File: src/rtl/bankPkg.sv
package bankPkg;
  localparam int NUM_IN  = 8;
  localparam int NUM_BUF = 4;
  localparam int IDX_W   = (NUM_IN > 1) ? $clog2(NUM_IN) : 1;
  localparam int BUF_W   = (NUM_BUF > 1) ? $clog2(NUM_BUF) : 1;
  // a held cell never waits more than NUM_BUF slots, so two extra bits cover its age
  localparam int TAG_W   = BUF_W + 2;
  localparam int CNT_W   = $clog2(NUM_BUF + 1);

  typedef struct packed {
    logic [NUM_BUF-1:0]            load;
    logic [NUM_BUF-1:0][IDX_W-1:0] loadSrc;
    logic [NUM_BUF-1:0]            pop;
    logic [TAG_W-1:0]              tag;
  } strobeT;
endpackage

File: src/rtl/bankCtrl.sv
module bankCtrl
  import bankPkg::*;
(
  input  logic                          clk,
  input  logic                          rstN,
  input  logic [NUM_IN-1:0]             inValid,
  input  logic [NUM_IN*BUF_W-1:0]       inBuf,
  input  logic [NUM_BUF-1:0]            bufValid,
  input  logic [NUM_BUF-1:0][TAG_W-1:0] bufTag,
  input  logic [NUM_BUF-1:0][IDX_W-1:0] bufSrc,
  output strobeT                        strobe,
  output logic [CNT_W-1:0]              credit,
  output logic                          errFlag
);
  logic [TAG_W-1:0]   slotTag;
  logic [NUM_BUF-1:0] claimed;
  logic               errNow;
  logic               found;
  logic [BUF_W-1:0]   bestIdx;
  logic [TAG_W-1:0]   bestAge;
  logic [IDX_W-1:0]   bestSrc;
  logic [TAG_W-1:0]   age;
  logic [BUF_W-1:0]   tgt;
  logic [CNT_W-1:0]   held;

  // write claim: inputs scanned in index order, so the lowest wins a collision
  always_comb begin
    claimed        = '0;
    errNow         = 1'b0;
    strobe.loadSrc = '0;
    tgt            = '0;
    for (int i = 0; i < NUM_IN; i++) begin
      tgt = inBuf[i*BUF_W +: BUF_W];
      if (inValid[i]) begin
        if (int'(tgt) >= NUM_BUF) begin
          errNow = 1'b1;
        end else if (bufValid[tgt] || claimed[tgt]) begin
          errNow = 1'b1;
        end else begin
          claimed[tgt]        = 1'b1;
          strobe.loadSrc[tgt] = IDX_W'(i);
        end
      end
    end
    strobe.load = claimed;
    strobe.tag  = slotTag;
  end

  // oldest-first pick: largest age, ties broken by lowest source index
  always_comb begin
    found   = 1'b0;
    bestIdx = '0;
    bestAge = '0;
    bestSrc = '0;
    age     = '0;
    for (int k = 0; k < NUM_BUF; k++) begin
      age = slotTag - bufTag[k];
      if (bufValid[k] && (!found || age > bestAge ||
                          (age == bestAge && bufSrc[k] < bestSrc))) begin
        found   = 1'b1;
        bestIdx = BUF_W'(k);
        bestAge = age;
        bestSrc = bufSrc[k];
      end
    end
    for (int k = 0; k < NUM_BUF; k++) strobe.pop[k] = found && (bestIdx == BUF_W'(k));
  end

  always_comb begin
    held = '0;
    for (int k = 0; k < NUM_BUF; k++) held = held + CNT_W'(bufValid[k]);
    credit = CNT_W'(NUM_BUF) - held;
  end

  always_ff @(posedge clk) begin
    if (!rstN) begin
      slotTag <= '0;
      errFlag <= 1'b0;
    end else begin
      slotTag <= slotTag + 1'b1;
      if (errNow) errFlag <= 1'b1;
    end
  end

  p_drain_r4: assert property (@(posedge clk) disable iff (!rstN)
    (|bufValid) |-> (|strobe.pop));
  p_sticky_r11: assert property (@(posedge clk) disable iff (!rstN)
    errFlag |=> errFlag);
endmodule

File: src/rtl/bankData.sv
module bankData
  import bankPkg::*;
#(
  parameter int DATA_W = 16
) (
  input  logic                          clk,
  input  logic                          rstN,
  input  logic [NUM_IN*DATA_W-1:0]      inData,
  input  strobeT                        strobe,
  output logic [NUM_BUF-1:0]            bufValid,
  output logic [NUM_BUF-1:0][TAG_W-1:0] bufTag,
  output logic [NUM_BUF-1:0][IDX_W-1:0] bufSrc,
  output logic                          outValid,
  output logic [DATA_W-1:0]             outData,
  output logic [IDX_W-1:0]              outSrc
);
  logic [NUM_BUF-1:0][DATA_W-1:0] bufData;
  logic [DATA_W-1:0]              popData;
  logic [IDX_W-1:0]               popSrc;

  always_comb begin
    popData = '0;
    popSrc  = '0;
    for (int k = 0; k < NUM_BUF; k++) begin
      if (strobe.pop[k]) begin
        popData = bufData[k];
        popSrc  = bufSrc[k];
      end
    end
  end

  for (genvar k = 0; k < NUM_BUF; k++) begin : g_slot
    always_ff @(posedge clk) begin
      if (!rstN) begin
        bufValid[k] <= 1'b0;
        bufData[k]  <= '0;
        bufSrc[k]   <= '0;
        bufTag[k]   <= '0;
      end else if (strobe.load[k]) begin
        bufValid[k] <= 1'b1;
        bufData[k]  <= inData[strobe.loadSrc[k]*DATA_W +: DATA_W];
        bufSrc[k]   <= strobe.loadSrc[k];
        bufTag[k]   <= strobe.tag;
      end else if (strobe.pop[k]) begin
        bufValid[k] <= 1'b0;
      end
    end
  end

  always_ff @(posedge clk) begin
    if (!rstN) begin
      outValid <= 1'b0;
      outData  <= '0;
      outSrc   <= '0;
    end else begin
      outValid <= |strobe.pop;
      outData  <= popData;
      outSrc   <= popSrc;
    end
  end

  p_load_free_r9: assert property (@(posedge clk) disable iff (!rstN)
    (strobe.load & bufValid) == '0);
  p_pop_held_r4: assert property (@(posedge clk) disable iff (!rstN)
    (strobe.pop & ~bufValid) == '0);
  p_out_from_held_r8: assert property (@(posedge clk) disable iff (!rstN)
    outValid |-> $past(|bufValid));
endmodule

File: src/rtl/cellBank.sv
module cellBank
  import bankPkg::*;
#(
  parameter int DATA_W = 16
) (
  input  logic                     clk,
  input  logic                     rstN,
  input  logic [NUM_IN-1:0]        inValid,
  input  logic [NUM_IN*BUF_W-1:0]  inBuf,
  input  logic [NUM_IN*DATA_W-1:0] inData,
  output logic                     outValid,
  output logic [DATA_W-1:0]        outData,
  output logic [IDX_W-1:0]         outSrc,
  output logic [CNT_W-1:0]         credit,
  output logic                     errFlag
);
  strobeT                        strobe;
  logic [NUM_BUF-1:0]            bufValid;
  logic [NUM_BUF-1:0][TAG_W-1:0] bufTag;
  logic [NUM_BUF-1:0][IDX_W-1:0] bufSrc;

  bankCtrl i_ctrl (
    .clk(clk), .rstN(rstN), .inValid(inValid), .inBuf(inBuf),
    .bufValid(bufValid), .bufTag(bufTag), .bufSrc(bufSrc),
    .strobe(strobe), .credit(credit), .errFlag(errFlag)
  );

  bankData #(.DATA_W(DATA_W)) i_data (
    .clk(clk), .rstN(rstN), .inData(inData), .strobe(strobe),
    .bufValid(bufValid), .bufTag(bufTag), .bufSrc(bufSrc),
    .outValid(outValid), .outData(outData), .outSrc(outSrc)
  );
endmodule

File: config.mk
export PLATFORM = sky130hd
export DESIGN_NAME = cellBank
export DESIGN_NICKNAME = d
export VERILOG_FILES = /design/src/rtl/bankPkg.sv /design/src/rtl/bankCtrl.sv /design/src/rtl/bankData.sv /design/src/rtl/cellBank.sv
export SDC_FILE = /design/constraint.sdc
export NUM_CORES = 1
export LEC_CHECK = 0
export BUFFER_PORTS_ARGS = -buffer_cell sky130_fd_sc_hd__buf_2
export CORE_MARGIN = 2
export CORE_UTILIZATION = 50
export DETAILED_ROUTE_END_ITERATION = 7
export GPL_ROUTABILITY_DRIVEN = 0
export PLACE_DENSITY = 0.79
export SLEW_MARGIN = 40
export SYNTH_ARGS = -nofsm -noshare
export SYNTH_HDL_FRONTEND = slang
export SYNTH_SLANG_ARGS = --single-unit
export TNS_END_PERCENT = 30
File: constraint.sdc
create_clock -name clk -period 19.8 [get_ports clk]
set_clock_uncertainty 0.05 [all_clocks]
set_input_delay 0.99 -clock clk [delete_from_list [all_inputs] [get_ports clk]]
set_output_delay 0.99 -clock clk [all_outputs]
set_load 0.05 [all_outputs]
==> results.json, run 1 <==
{
  "post-cts-setup-buffers": 0,
  "wl_mm": 42.4,
  "nNetsFinal": 1667,
  "drive_above_1_share_pct": 21.8,
  "grt_pass1_vias": 11660,
  "place_hpwl_mm": 28.7,
  "slowest_delay_ns": 0.68,
  "hold_viol": 0,
  "swShare_pct": 48.1,
  "comb_power_share_pct": 55.3,
  "cts_root_buffer": "clkbuf_16",
  "die_area_um2": 23400,
  "synth_edf_count": 0,
  "setup_tns_ns": 0,
  "placementRows": 54,
  "slowest_stage": "dfxtp_1",
  "syn2layout_area_growth_pct": 14.8,
  "min_period_over_period_pct": 38.9,
  "globalRouteOverflowTotal": 0,
  "clock_power_share_pct": 20.8,
  "clkTransAtPathRegs_ns": 0.06,
  "wl_per_cell_um": 24.0,
  "cts_max_level": 4,
  "clock_path_buffers": 2,
  "p_sw_uw": 705,
  "cts_sinks": 121,
  "ys_warn_count": 0,
  "grt_max_degree": 85,
  "initialDrtViolationCount": 1634,
  "cp-start-kind": "flop",
  "ys_types": 81,
  "die_w_um": 153,
  "grt_pass1_wl_mm": 64.4,
  "setup_viol": 0,
  "worst_ep_arrival_time_ns": 8.00,
  "vias_per_cell": 6.97,
  "rsz0062_at_grt": "false",
  "ant_nets": 0,
  "detail_route.first_pass.iterations": 6,
  "slew_headroom_pct": 36.1,
  "cap_violations": 0,
  "start_util_pct": 50.9,
  "p_leak_nw": 5.57,
  "drv_slew": 0,
  "end_kind": "flop",
  "seqPwrFrac_pct": 23.9,
  "synth_most_common_cell": "mux2i_1",
  "vias": 12314,
  "core_um2": 21800,
  "post-route-min-period_ns": 7.69,
  "total_power_mw": 1.47,
  "ys_top_cells_by_area": "dfxtp_1 22%, mux2i_1 19%, mux2_2 5.1%",
  "crit_top_cell": "ha_1",
  "critPathKind": "flop to flop",
  "die_h_um": 153,
  "ir_drop_mv": 0.0641,
  "numPlacedInstances": 1733,
  "status": "completed",
  "ys_seq_area_share_pct": 21.9,
  "gr-usage-all-layers_pct": 34.8,
  "synth_common_cells": "207 x mux2i_1, 141 x nor2_1, 121 x dfxtp_1",
  "io_pins": 178,
  "ys_ff_latch": 121,
  "power_density_nw_per_um2": 115,
  "cp_max_fo": 42,
  "critPathRequiredTime_ns": 20.11,
  "numCtsBuffers": 17,
  "synthCells": 1358,
  "synthFlopType": "dfxtp_1",
  "cts_tree": "built",
  "synth_area_um2": 11100,
  "postCtsResizedCells": 0,
  "cts_hold_buf": 0,
  "tightestPinTransition_ns": 0.957,
  "drc_errors": 0,
  "p_int_uw": 762,
  "layout.cells.non_filler": 1766,
  "yosys.area.top_type": "dfxtp_1",
  "holdCritPathClass": "flop to flop",
  "synth_top_area_share_pct": 21.9,
  "avgSynthCellArea_um2": 8.15,
  "syn_nets": 1553,
  "antenna_found_initial": 1,
  "port_buffers": 177,
  "fmax_ghz": 0.130,
  "synthArstFlopShare_pct": 0,
  "clkLatencyLatePin_ns": 0.43
}
-- cell usage in the layout (no fill, tap or decap), types with 7 or more instances in the layout --
cell type | netlist | final
a222oi_1 | 15 | 15
nand3_1 | 25 | 25
xnor2_1 | 11 | 11
inv_1 | 38 | 37
ha_1 | 37 | 37
a2bb2oi_1 | 7 | 7
o21ai_0 | 56 | 55
nand2_1 | 84 | 83
dfxtp_1 | 121 | 121
a211o_1 | 22 | 22
nor2b_1 | 7 | 7
nor2_1 | 141 | 137
a21o_1 | 9 | 9
clkbuf_16 | 0 | 17
nand3b_1 | 11 | 11
buf_2 | 18 | 178
xor2_1 | 7 | 7
o22ai_1 | 35 | 35
a211oi_1 | 45 | 44
o211ai_1 | 18 | 18
a32o_1 | 11 | 11
a311o_1 | 13 | 13
mux2i_1 | 207 | 207
o21a_1 | 16 | 16
nor3_1 | 39 | 35
nand4_1 | 10 | 10
a21oi_1 | 77 | 77
o221ai_1 | 9 | 9
mux2_2 | 50 | 50
buf_4 | 2 | 22
-- final timing paths --
check	from	endpoint	slack (ns)	cells after the start
worst min-delay path	i_data.bufData[9]$_SDFFE_PN0P_	i_data.bufData[9]$_SDFFE_PN0P_	0.43	1
worst min register to register	i_data.bufData[9]$_SDFFE_PN0P_	i_data.bufData[9]$_SDFFE_PN0P_	0.43	1
worst max register to register	i_ctrl.slotTag[1]$_SDFF_PN0_	i_data.bufValid[1]$_SDFFE_PN0P_	12.11	31
worst max-delay path	i_ctrl.slotTag[1]$_SDFF_PN0_	i_data.bufValid[1]$_SDFFE_PN0P_	12.11	31
-- flip-flops by register name, summed over array words and instances (netlist names) --
| signal | count |
|---|---|
| i_data.bufSrc | 12 |
| i_data.bufTag | 16 |
| i_ctrl.slotTag | 4 |
| i_data.bufData | 64 |
| i_data.bufValid | 4 |
| i_data.outValid | 1 |
| i_data.outData | 16 |
| i_ctrl.errFlag | 1 |
| i_data.outSrc | 3 |
-- stage by stage --
| step | util (%) | area, um2 | hold WS, ns | setup WS, ns |
|---|---|---|---|---|
| 5_1_grt | 58.4 | 12700 | 0.434 | 11.56 |
| 4_1_cts | 58.3 | 12700 | 0.420 | 12.07 |
| 3_5_place_dp | 55.7 | 12100 | 0.407 | 12.14 |
| 3_3_place_gp | 55.5 | 12100 | 0.400 | 12.36 |
| 6_report | 58.4 | 12700 | 0.429 | 12.11 |
| 2_1_floorplan | - | 11100 | 0.385 | 12.71 |
-- power groups by stage --
| stage | combinational (mW) | clock [mW] | sequential, mW |
|---|---|---|---|
| 2_1_floorplan | 0.515 | 0 | 0.398 |
| 3_3_place_gp | 0.758 | 0 | 0.352 |
| 3_5_place_dp | 0.781 | 0 | 0.352 |
| 4_1_cts | 0.785 | 0.305 | 0.348 |
| 5_1_grt | 0.861 | 0.315 | 0.354 |
| 6_report | 0.811 | 0.305 | 0.351 |
-- routing by layer --
layer,share of wire (%),GRT usage (%),vias up
li1,-,-,5394
met1,37,44.6,5668
met2,43,52.4,1026
met3,15,10.2,226
met4,6.0,19.5,0
met5,0,0,-
-- worst max-delay path, delay by kind of cell, from the launching register on --
| family | cells | cell delay (ns) |
|---|---|---|
| adder cells (fa/ha/maj) | 4 | 1.18 |
| buffers and inverters | 5 | 1.06 |
| XOR/XNOR | 1 | 0.16 |
| multiplexers | 1 | 0.39 |
| AND/OR/NAND/NOR | 4 | 0.36 |
| AO/OA/AOI/OAI | 16 | 3.71 |
| flip-flops | 1 | 0.68 |
-- final cells by class --
type / instances / area [um2]
sequential: 121 / 2420
timing repair buffer: 202 / 1080
fill: 1923 / 9040
antenna: 1 / 2.50
clock inverter: 15 / 144
clock buffer: 17 / 425
inverter: 38 / 143
tap: 280 / 350
multi-input combinational: 1092 / 8150
-- logic make-up (layout without fill, tap and decap cells) --
logic type                 count (synthesis)  count (layout)  share of synthesized area (%)
AOI/OAI and AO/OA                        398             398                           25.6
xor gates and xnor gates                  18              18                           1.42
adders and majority gates                 41              41                           4.90
buffers and inverters                    145             272                           5.33
DFF                                      121             121                           21.9
muxes                                    264             264                           24.9
other                                      0               1                              0
and+or+nand+nor                          371             371                           15.9
Power figures use the tool's default switching activity.
==> run 2, diff against run 1 <==
Clock period 19.8 ns to 7.5 ns, I/O delays scaled along.
==> results.json, run 2 (synthesis results as in run 1) <==
{
  "die_area_um2": 23400,
  "vias": 12414,
  "clock_path_buffers": 2,
  "initialDrtViolationCount": 1536,
  "die_w_um": 153,
  "slowest_delay_ns": 0.42,
  "crit_family": "compound AO/OA/AOI/OAI gates",
  "postCtsResizedCells": 0,
  "rsz0062_at_grt": "false",
  "placementRows": 54,
  "wl_mm": 42.5,
  "largest_reg_flops": 64,
  "gr-usage-all-layers_pct": 35.0,
  "cp_max_fo": 39,
  "p_sw_mw": 1.85,
  "place_hpwl_mm": 28.9,
  "slew_headroom_pct": 37.5,
  "grt_pass1_wl_mm": 64.7,
  "ant_nets": 0,
  "cts_tree": "built",
  "worstReg2RegEnd": "i_data.bufValid[1]$_SDFFE_PN0P_",
  "crit_top_cell": "inv_1",
  "cp.buffers_inverters": 5,
  "hold_end": "i_data.bufData[1]$_SDFFE_PN0P_",
  "cap_violations": 0,
  "fin_hold_ws_ns": 0.188,
  "comb_power_share_pct": 55.1,
  "min_path_cells": 3,
  "clkTransAtPathRegs_ns": 0.06,
  "clock_power_share_pct": 20.7,
  "antenna_found_initial": 0,
  "clkLatencyLatePin_ns": 0.42,
  "cts_max_level": 4,
  "p_leak_nw": 5.59,
  "vias_per_cell": 7.03,
  "syn2layout_area_growth_pct": 15.1,
  "critPathRequiredTime_ns": 7.80,
  "detail_route.first_pass.iterations": 6,
  "top_register": "i_data.bufData",
  "mostFrequentLayoutCell": "mux2i_1",
  "worst_ep_arrival_time_ns": 7.41,
  "cts_sinks": 121,
  "die_h_um": 153,
  "core_um2": 21800,
  "numCtsBuffers": 17,
  "nNetsFinal": 1668,
  "ff2ff_setup_slack_ns": 0.39,
  "post-cts-setup-buffers": 0,
  "drive_above_1_share_pct": 21.8,
  "worstReg2RegStart": "i_ctrl.slotTag[0]$_SDFF_PN0_",
  "port_buffers": 177,
  "min_from": "inData[65]",
  "cts_hold_buf": 0,
  "grt_pass1_vias": 11846,
  "tightestPinTransition_ns": 0.935,
  "setup_tns_ns": 0,
  "start_util_pct": 50.9,
  "slowest_stage": "fa_1",
  "globalRouteOverflowTotal": 0,
  "ir_drop_mv": 0.180,
  "setup_viol": 0,
  "swShare_pct": 47.5,
  "end_kind": "flop",
  "drv_slew": 0,
  "status": "completed",
  "drc_errors": 0,
  "cp_num_cells": 29,
  "fin_util_pct": 58.6,
  "reg.largest.list": "i_data.bufData x64, i_data.bufTag x16, i_data.outData x16",
  "p_int_mw": 2.04,
  "io_pins": 178,
  "cts_root_buffer": "clkbuf_16",
  "seqPwrFrac_pct": 24.1,
  "holdCritPathClass": "input port to flop",
  "fmax_ghz": 0.141,
  "hold_viol": 0,
  "critPathKind": "flop to flop",
  "placed_cell_area_um2": 12100,
  "grt_max_degree": 85,
  "n_antenna_cell": 0,
  "finalInstanceArea_um2": 12700,
  "ff2ff_path_depth": 29,
  "cp-start-kind": "flop",
  "min_period_over_period_pct": 94.8,
  "wl_per_cell_um": 24.1,
  "layout_common_cells": "207 x mux2i_1, 177 x buf_2, 136 x nor2_1",
  "post-route-min-period_ns": 7.11,
  "power_density_nw_per_um2": 305
}
run 2: final cells by class:
| cell class | count | area, um2 |
|---|---|---|
| clock buffer | 21 | 480 |
| clock inverter | 10 | 93.8 |
| timing repair buffer | 203 | 1100 |
| sequential | 121 | 2420 |
| inverter | 38 | 143 |
| multi-input combinational | 1092 | 8150 |
| tap | 280 | 350 |
| fill | 1932 | 9010 |
run 2: power groups by stage:
stage	sequential [mW]	clock, mW	combinational [mW]
finish	0.939	0.806	2.15
floorplan	1.05	0	1.36
CTS	0.930	0.805	2.07
global placement	0.941	0	1.99
global route	0.947	0.836	2.27
detailed placement	0.941	0	2.06
run 2: stage by stage:
stage          power, mW  worst slack, ns  cells
6_report            3.89            0.388   1765
5_1_grt             4.05           0.0156   1765
4_1_cts             3.81            0.319   1765
3_5_place_dp        3.00            0.353   1734
3_3_place_gp        2.93            0.596   1731
2_1_floorplan       2.41            0.414   1358
run 2: worst max path at each step:
stage	from	end	slack, ns
floorplan	i_ctrl.slotTag[1]$_SDFF_PN0_	i_data.outData[11]$_SDFF_PN0_	0.41
global placement	i_ctrl.slotTag[0]$_SDFF_PN0_	i_data.bufValid[1]$_SDFFE_PN0P_	0.60
detailed placement	i_ctrl.slotTag[0]$_SDFF_PN0_	i_data.bufValid[1]$_SDFFE_PN0P_	0.35
CTS	i_ctrl.slotTag[0]$_SDFF_PN0_	i_data.bufValid[1]$_SDFFE_PN0P_	0.32
global route	i_ctrl.slotTag[0]$_SDFF_PN0_	i_data.bufValid[1]$_SDFFE_PN0P_	0.02
finish	i_ctrl.slotTag[0]$_SDFF_PN0_	i_data.bufValid[1]$_SDFFE_PN0P_	0.39
run 2: per-layer routing:
layer | global-route usage (%) | share of wire [%] | up-vias
met5 | 0 | 0 | -
met1 | 43.7 | 36 | 5730
met2 | 51.8 | 42 | 1043
met3 | 12.5 | 15 | 249
met4 | 20.8 | 6.3 | 0
li1 | - | - | 5392
run 2: worst reg2reg max path, delay by kind of cell (launching register included):
kind	cells	cell delay, ns
xor gates and xnor gates	1	0.23
AOI/OAI and AO/OA	14	3.49
DFF	1	0.37
and+or+nand+nor	3	0.57
adders and majority gates	5	1.47
buffers and inverters	5	0.54
muxes	1	0.31
